--- config.mk ---
export PLATFORM = sky130hd
export DESIGN_NAME = dla_timing_gen
export DESIGN_NICKNAME = d
export VERILOG_FILES = /design/src/rtl/dla_pkg.sv /design/src/rtl/dla_adv_latch.sv /design/src/rtl/dla_pos_calc.sv /design/src/rtl/dla_interval_ctr.sv /design/src/rtl/dla_timing_gen.sv
export SDC_FILE = /design/constraint.sdc
export NUM_CORES = 1
export LEC_CHECK = 0
export CAP_MARGIN = 20
export CORE_MARGIN = 4
export CORE_UTILIZATION = 40
export DETAILED_ROUTE_END_ITERATION = 16
export DONT_BUFFER_PORTS = 1
export PLACE_DENSITY = 0.62
export SYNTH_ARGS = -nofsm -noshare
export SYNTH_HDL_FRONTEND = slang
export SYNTH_SLANG_ARGS = --single-unit
--- constraint.sdc ---
create_clock -name clk -period 2.27 [get_ports clk]
set_input_delay 0.3405 -clock clk [delete_from_list [all_inputs] [get_ports clk]]
set_output_delay 0.3405 -clock clk [all_outputs]
set_load 0.05 [all_outputs]
--- src/rtl/dla_pkg.sv ---
package dla_pkg;

    localparam int ADV_W      = 5;
    localparam int STEP_TICKS = 8;

    typedef logic [ADV_W-1:0] adv_t;

    typedef enum logic [1:0] {
        SCK_DIV8 = 2'd0,
        SCK_DIV4 = 2'd1,
        SCK_DIV2 = 2'd2,
        SCK_DIV1 = 2'd3
    } sck_rate_e;

    typedef struct packed {
        logic load;
        logic fsync;
    } strobe_t;

    // serial clock period expressed in internal master clock ticks
    function automatic logic [3:0] sck_period(input sck_rate_e r);
        case (r)
            SCK_DIV8: return 4'd8;
            SCK_DIV4: return 4'd4;
            SCK_DIV2: return 4'd2;
            default:  return 4'd1;
        endcase
    endfunction

endpackage

--- src/rtl/dla_adv_latch.sv ---
module dla_adv_latch
    import dla_pkg::*;
(
    input  logic clk,
    input  logic rst,
    input  logic dac_on,
    input  adv_t adv_in,
    output adv_t adv_work
);

    always_ff @(posedge clk) begin
        if (rst)
            adv_work <= '0;
        else if (!dac_on)
            adv_work <= adv_in;
    end

    // working copy frozen while the DAC is powered
    a_r7_frozen_when_on: assert property (@(posedge clk) disable iff (rst)
        (!$past(rst) && $past(dac_on)) |-> $stable(adv_work));

endmodule

--- src/rtl/dla_pos_calc.sv ---
module dla_pos_calc
    import dla_pkg::*;
#(
    parameter int CNT_W  = 9,
    parameter int FS_POS = 200
) (
    input  adv_t             adv,
    input  sck_rate_e        rate,
    output logic [CNT_W-1:0] pos
);

    localparam int SUB_W = CNT_W + 2;

    logic [SUB_W-1:0] back_off;
    logic [SUB_W-1:0] fs_ext;

    always_comb begin
        fs_ext   = SUB_W'(FS_POS);
        back_off = SUB_W'(sck_period(rate)) + (SUB_W'(adv) * SUB_W'(STEP_TICKS));
        if (back_off > fs_ext)
            pos = '0;
        else
            pos = CNT_W'(fs_ext - back_off);
    end

    // computed load index never lies past the frame-sync index
    always_comb begin
        a_r5_pos_in_range: assert (pos <= CNT_W'(FS_POS));
    end

endmodule

--- src/rtl/dla_interval_ctr.sv ---
module dla_interval_ctr
    import dla_pkg::*;
#(
    parameter int CNT_W  = 9,
    parameter int FS_POS = 200
) (
    input  logic             clk,
    input  logic             rst,
    input  logic             tick,
    input  logic             start,
    input  logic [CNT_W-1:0] ld_pos,
    output strobe_t          strb
);

    localparam logic [CNT_W-1:0] CNT_MAX = {CNT_W{1'b1}};
    localparam logic [CNT_W-1:0] FS_IDX  = CNT_W'(FS_POS);

    logic [CNT_W-1:0] cnt;
    logic [CNT_W-1:0] ld_pos_q;
    logic             active;
    logic             ld_done;
    logic             fs_done;

    always_ff @(posedge clk) begin
        if (rst) begin
            cnt      <= '0;
            ld_pos_q <= '0;
            active   <= 1'b0;
            ld_done  <= 1'b0;
            fs_done  <= 1'b0;
            strb     <= '0;
        end else begin
            strb <= '0;
            if (start) begin
                cnt      <= '0;
                ld_pos_q <= ld_pos;
                active   <= 1'b1;
                ld_done  <= 1'b0;
                fs_done  <= 1'b0;
            end else if (tick && active) begin
                if (cnt != CNT_MAX)
                    cnt <= cnt + 1'b1;
                if (!ld_done && cnt == ld_pos_q) begin
                    strb.load <= 1'b1;
                    ld_done   <= 1'b1;
                end
                if (!fs_done && cnt == FS_IDX) begin
                    strb.fsync <= 1'b1;
                    fs_done    <= 1'b1;
                end
            end
        end
    end

    // strobes follow a tick cycle and last one cycle
    a_r8_load_after_tick: assert property (@(posedge clk) disable iff (rst)
        (!$past(rst) && strb.load) |-> $past(tick));
    a_r8_fs_after_tick: assert property (@(posedge clk) disable iff (rst)
        (!$past(rst) && strb.fsync) |-> $past(tick));
    a_r8_load_width: assert property (@(posedge clk) disable iff (rst)
        strb.load |=> !strb.load);
    a_r8_fs_width: assert property (@(posedge clk) disable iff (rst)
        strb.fsync |=> !strb.fsync);
    // frame sync only at its fixed index
    a_r2_fs_index: assert property (@(posedge clk) disable iff (rst)
        (!$past(rst) && strb.fsync) |-> ($past(cnt) == FS_IDX));
    // nothing fires before the first interval opens
    a_r1_idle_quiet: assert property (@(posedge clk) disable iff (rst)
        (!$past(rst) && !$past(active)) |-> (strb == '0));
    // load index held for the whole interval
    a_r9_pos_held: assert property (@(posedge clk) disable iff (rst)
        (!$past(rst) && !$past(start)) |-> $stable(ld_pos_q));

endmodule

--- src/rtl/dla_timing_gen.sv ---
module dla_timing_gen
    import dla_pkg::*;
#(
    parameter int CNT_W  = 9,
    parameter int FS_POS = 200
) (
    input  logic       clk,
    input  logic       rst,
    input  logic       tick_en,
    input  logic       intv_start,
    input  logic [1:0] sck_rate,
    input  logic [4:0] adv_val,
    input  logic       dac_on,
    output logic       dac_load,
    output logic       adc_fs
);

    adv_t             adv_work;
    logic [CNT_W-1:0] ld_pos;
    strobe_t          strb;

    dla_adv_latch u_latch (
        .clk      (clk),
        .rst      (rst),
        .dac_on   (dac_on),
        .adv_in   (adv_val),
        .adv_work (adv_work)
    );

    dla_pos_calc #(.CNT_W(CNT_W), .FS_POS(FS_POS)) u_pos (
        .adv  (adv_work),
        .rate (sck_rate_e'(sck_rate)),
        .pos  (ld_pos)
    );

    dla_interval_ctr #(.CNT_W(CNT_W), .FS_POS(FS_POS)) u_ctr (
        .clk    (clk),
        .rst    (rst),
        .tick   (tick_en),
        .start  (intv_start),
        .ld_pos (ld_pos),
        .strb   (strb)
    );

    assign dac_load = strb.load;
    assign adc_fs   = strb.fsync;

    // load and frame sync never coincide (load is strictly earlier)
    a_r6_no_overlap: assert property (@(posedge clk) disable iff (rst)
        !(dac_load && adc_fs));

endmodule

=== Yosys cells after proc, flatten, opt, wreduce, memory -nomap -nowiden ===
Cells that the tools add are included.

* Word-level logic and storage cells: 33
* Input port bits: 12
* Register bits after elaboration: 28

* Order comparisons: 1
* Mux-type cells: 4
* Reductions and logical operators: 11
* Bitwise gates (word level): 1
* Add/subtract/negate cells: 3
* Equal/unequal tests: 5

{| class="wikitable"
|+ Operators with widths
! cell !! count
|-
| 4-bit one-hot mux with 3 select lines || 1
|-
| 11-bit by 8-bit > comparator with 1-bit output (second input constant) || 1
|-
| 4-bit by 8-bit adder with 9-bit output || 1
|-
| 9-bit by 1-bit adder with 9-bit output (second input constant) || 1
|-
| 9-bit by 8-bit == test with 1-bit output (second input constant) || 1
|-
| 9-bit == test || 1
|-
| 9-bit 2-to-1 mux || 1
|-
| 9-bit != test (second input constant) || 1
|-
| 8-bit by 9-bit subtractor with 9-bit output (first input constant) || 1
|-
| 2-bit AND reduction || 3
|-
| 1-bit logical AND || 3
|-
| 3-bit OR reduction || 1
|-
| 2-bit by 1-bit == test with 1-bit output (second input constant) || 1
|-
| 2-bit == test (second input constant) || 1
|-
| 1-bit logical NOT || 2
|-
| 2-bit logical NOT || 1
|-
| 1-bit 2-to-1 mux || 2
|-
| 2-bit OR reduction || 1
|-
| 1-bit inverter || 1
|}

=== Depth between registers and ports, before layout ===
* Depth after elaboration: 5
* Mapped depth: 10

=== Cells and area by module ===
From an unflattened synthesis, not the netlist that was laid out.

* Cells, all modules: 178
* Area total of the unflattened synthesis: 1602.8 um^2

{| class="wikitable"
|+ Modules (own cells, without submodules)
! module !! area an instance (um^2) !! cells an instance !! seq. area each (um^2) !! instances
|-
| dla_interval_ctr || 1029.7 || 110 || 460.4 || 1
|-
| dla_pos_calc || 392.9 || 52 || 0.0 || 1
|-
| dla_adv_latch || 180.2 || 16 || 100.1 || 1
|}

=== Worst setup path before layout ===
OpenSTA, ideal clock, no wires.

* Path kind: register to register
* Start point: register u_ctr.cnt[0]
* End point: register u_ctr.cnt[7]
* Arrival: 1727 ps
* Buffers on the path: 1
* Slack: 417 ps
* Stages on the path, launching flop included: 11
* Path through: dfxtp_1 -> ha_1 -> nand2_1 -> nor3_1 -> ha_1 -> and3b_1 -> buf_2 -> and4_1 -> nand4_1 -> xor2_1 -> nor2_1

* Longest elaborated chain between the ends: 2
* Elaborated cells between the ends (all ways): 3
* Those cells by class: add/sub (1); eq/ne (1); reduce/logical (1)

{| class="wikitable"
|+ Ends and longest elaborated chain
! element !! RTL line !! RTL
|-
| start: declaration || dla_interval_ctr.sv:18 || <nowiki>logic [CNT_W-1:0] cnt;</nowiki>
|-
| start signal: assignment || dla_interval_ctr.sv:42 || <nowiki>cnt <= cnt + 1'b1;</nowiki>
|-
| branches (longest 2 deep; another with 9-bit by 1-bit adder with 9-bit output) || -- ||
|}

Parallel ways; which one is timed is not known.
A chain may end at the register's enable or synchronous reset.

=== Worst setup path in the final report ===
* Start point: register u_ctr.cnt[0]
* End point: register u_ctr.cnt[6]

The elaborated chain is that of the path after synthesis.

==> impl_metrics.yaml <==
die:
  start_util: 0.423
  die_w_um: 67.9
  placementRows: 21
  die-area_mm2: 0.00461
  die_y_um: 67.9
  core_mm2: 0.00339
  ios: 14
global_route:
  grt_usage: 0.124
  antenna_found_initial: 0
  grt_pass1_vias: 991
  grt_pass1_wl_um: 4290
  overflow: 0
  grt_max_degree: 15
setup_path:
  end_kind: "register"
  critPathMaxFanout: 6
  r2r_slack_ns: 0.24
  startpoint_type: "register"
  worstPathArrival_ns: 2.30
  worstPathRequired_ns: 2.54
  crit_type: "reg2reg"
cts:
  htreeDepth: 1
  cts.sinks: 28
  cts.clk_slew.worst_paths_ns: 0.14
  clock-root-buffer: "clkbuf_4"
  cts_resized: 0
  cts_tree: "done"
  post-cts-setup-buffers: 0
  numCtsBuffers: 3
  hold_buffers: 0
  clock_latency_ns: 0.32
  cts_buffer_depth: 2
logic_synthesis:
  synthSimpleGateAreaFrac: 0.195
  synth_compound_area_frac: 0.0785
  synth_cell_types: 34
  synth-xor-area-share: 0.134
  muxShareOfSynthArea: 0.0489
  synth_nets: 183
  synth_fa_ha_area_frac: 0.105
  ys.warnings.count: 0
  synth_cells: 159
  yosysSeqAreaShare: 0.391
  netlist_area_mm2: 0.00143
  avgSynthCellArea_um2: 9.02
  synth_top_family_by_area: "simple AND/OR/NAND/NOR gates"
  ys_ff_latch: 28
timing:
  finalMaxSlewViolations: 0
  tightest_slew_ns: 0.481
  setup_viol: 0
  rsz0062_at_grt: "no"
  setup_tns_ns: 0
  hold_viol: 0
  fmax_ghz: 0.492
  period_needed_ns: 2.03
  fin_skew_ns: 0.00417
  maxSlewHeadroom: 0.679
  fin_crit_sh: 0.896
finish:
  final_common_cell: "dfxtp_1"
  syn2layout_area_growth_pct: 4.71
  layout_common_cells: "dfxtp_1, nor2_1, xor2_1"
  diodes: 0
  fin_cells: 204
  seq_area_um2: 561
  drive_above_1_share: 0.0506
  fin_nets: 184
  multiInputGateArea_um2: 805
  fillCellCount: 340
  final_area_mm2: 0.00150
  fin_util: 0.443
power_and_ir_drop:
  power.leakage_nw: 0.676
  vdd_ir_drop_max_mv: 0.313
  total_power_uw: 822
  power_density_mw_per_mm2: 547
placed_design:
  placed_area_mm2: 0.00148
  portBuffers: 0
  routabilityCongestion: 0.876
  dpl.hpwl_um: 1950
  place_inst: 201
detailed_routing:
  ant_nets: 0
  drt_wl_total_um: 2410
  vias: 987
  dr.pass1.iters: 3
  drcViolationCount: 0
  initialDrtViolationCount: 27
  vias_per_cell: 4.84
  wire_per_inst_um: 11.8
min_path:
  hold_class: "in2reg"
run_status:
  status: "finished, final reports clean"
flow_run:
  cap_violations: 0
-- registers in the layout (all words and copies together) (netlist names) --
signal            flops
u_ctr.ld_done         1
u_ctr.strb            2
u_ctr.active          1
u_ctr.ld_pos_q        9
u_latch.adv_work      5
u_ctr.fs_done         1
u_ctr.cnt             9
-- worst max-delay path: stages (launching register included) --
cell	delay [ns]
dfxtp_1	0.38
ha_1	0.25
nand2_1	0.07
nor3_1	0.05
ha_1	0.18
and3b_1	0.37
nand4_1	0.20
or3_1	0.35
a21oi_1	0.14
-- report_power, final --
part / switching [mW] / total [mW] / internal (mW)
Clock: 0.138 / 0.201 / 0.0622
Combinational: 0.0476 / 0.0932 / 0.0456
Sequential: 0.0169 / 0.528 / 0.511
Total: 0.203 / 0.822 / 0.619
-- cells by family (layout without fill, tap and decap cells) --
| logic type | after synthesis | count (layout) |
|---|---|---|
| xor+xnor | 22 | 22 |
| simple gates | 55 | 55 |
| fa+ha+maj | 12 | 12 |
| mux | 7 | 7 |
| flops | 28 | 28 |
| buf+inv | 17 | 16 |
| compound gates | 18 | 18 |
-- final timing paths --
check	startpoint	end	cells past startpoint
max	u_ctr.cnt[0]	u_ctr.cnt[6]	8
max reg2reg	u_ctr.cnt[0]	u_ctr.cnt[6]	8
min reg2reg	u_ctr.fs_done	u_ctr.fs_done	1
min	rst	u_ctr.active	1
-- metal layers --
| layer | wire (um) | up-vias | global-route usage | share of wire |
|---|---|---|---|---|
| met5 | 0 | - | 0 | 0 |
| met4 | 42 | 0 | 0.0521 | 0.017 |
| met3 | 65 | 4 | 0.0378 | 0.027 |
| met2 | 1180 | 13 | 0.217 | 0.49 |
| met1 | 1130 | 440 | 0.138 | 0.47 |
| li1 | - | 530 | - | - |
-- synthesized netlist by cell type (all sizes together) --
master,count,share of area
inv,11,0.029
xor2,15,0.092
o211ai,1,0.0052
clkbuf,4,0.010
ha,12,0.10
o41ai,1,0.0061
or4,1,0.0052
o21ai,10,0.035
nor2b,1,0.0044
dfxtp,28,0.39
or2,1,0.0044
and3b,1,0.0061
xnor2,7,0.043
a22o,2,0.012
and4,1,0.0061
nor2,19,0.050
nor4,3,0.017
nand2b,3,0.013
nand4,2,0.0087
nand3,6,0.024
nor3,2,0.0070
a311oi,1,0.0061
nand2,10,0.026
buf,2,0.0087
a21oi,1,0.0035
a21o,2,0.010
and3,3,0.013
or3,1,0.0044
mux2i,7,0.049
and2,1,0.0044
-- cell type report --
class	count	share of cell area
clock buffer	3	0.0150
inverter	11	0.0275
multi-input combinational	114	0.536
sequential	28	0.373
tap	46	0.0383
timing repair buffer	2	0.0100
-- through the flow --
stage	hold WS [ns]	setup WS [ns]
global placement	0.414	0.276
global route	0.0350	0.104
CTS	0.0467	0.259
detailed placement	0.416	0.248
finish	0.0663	0.236
floorplan	0.421	0.417
No activity file was read; power rests on OpenSTA's default activity.
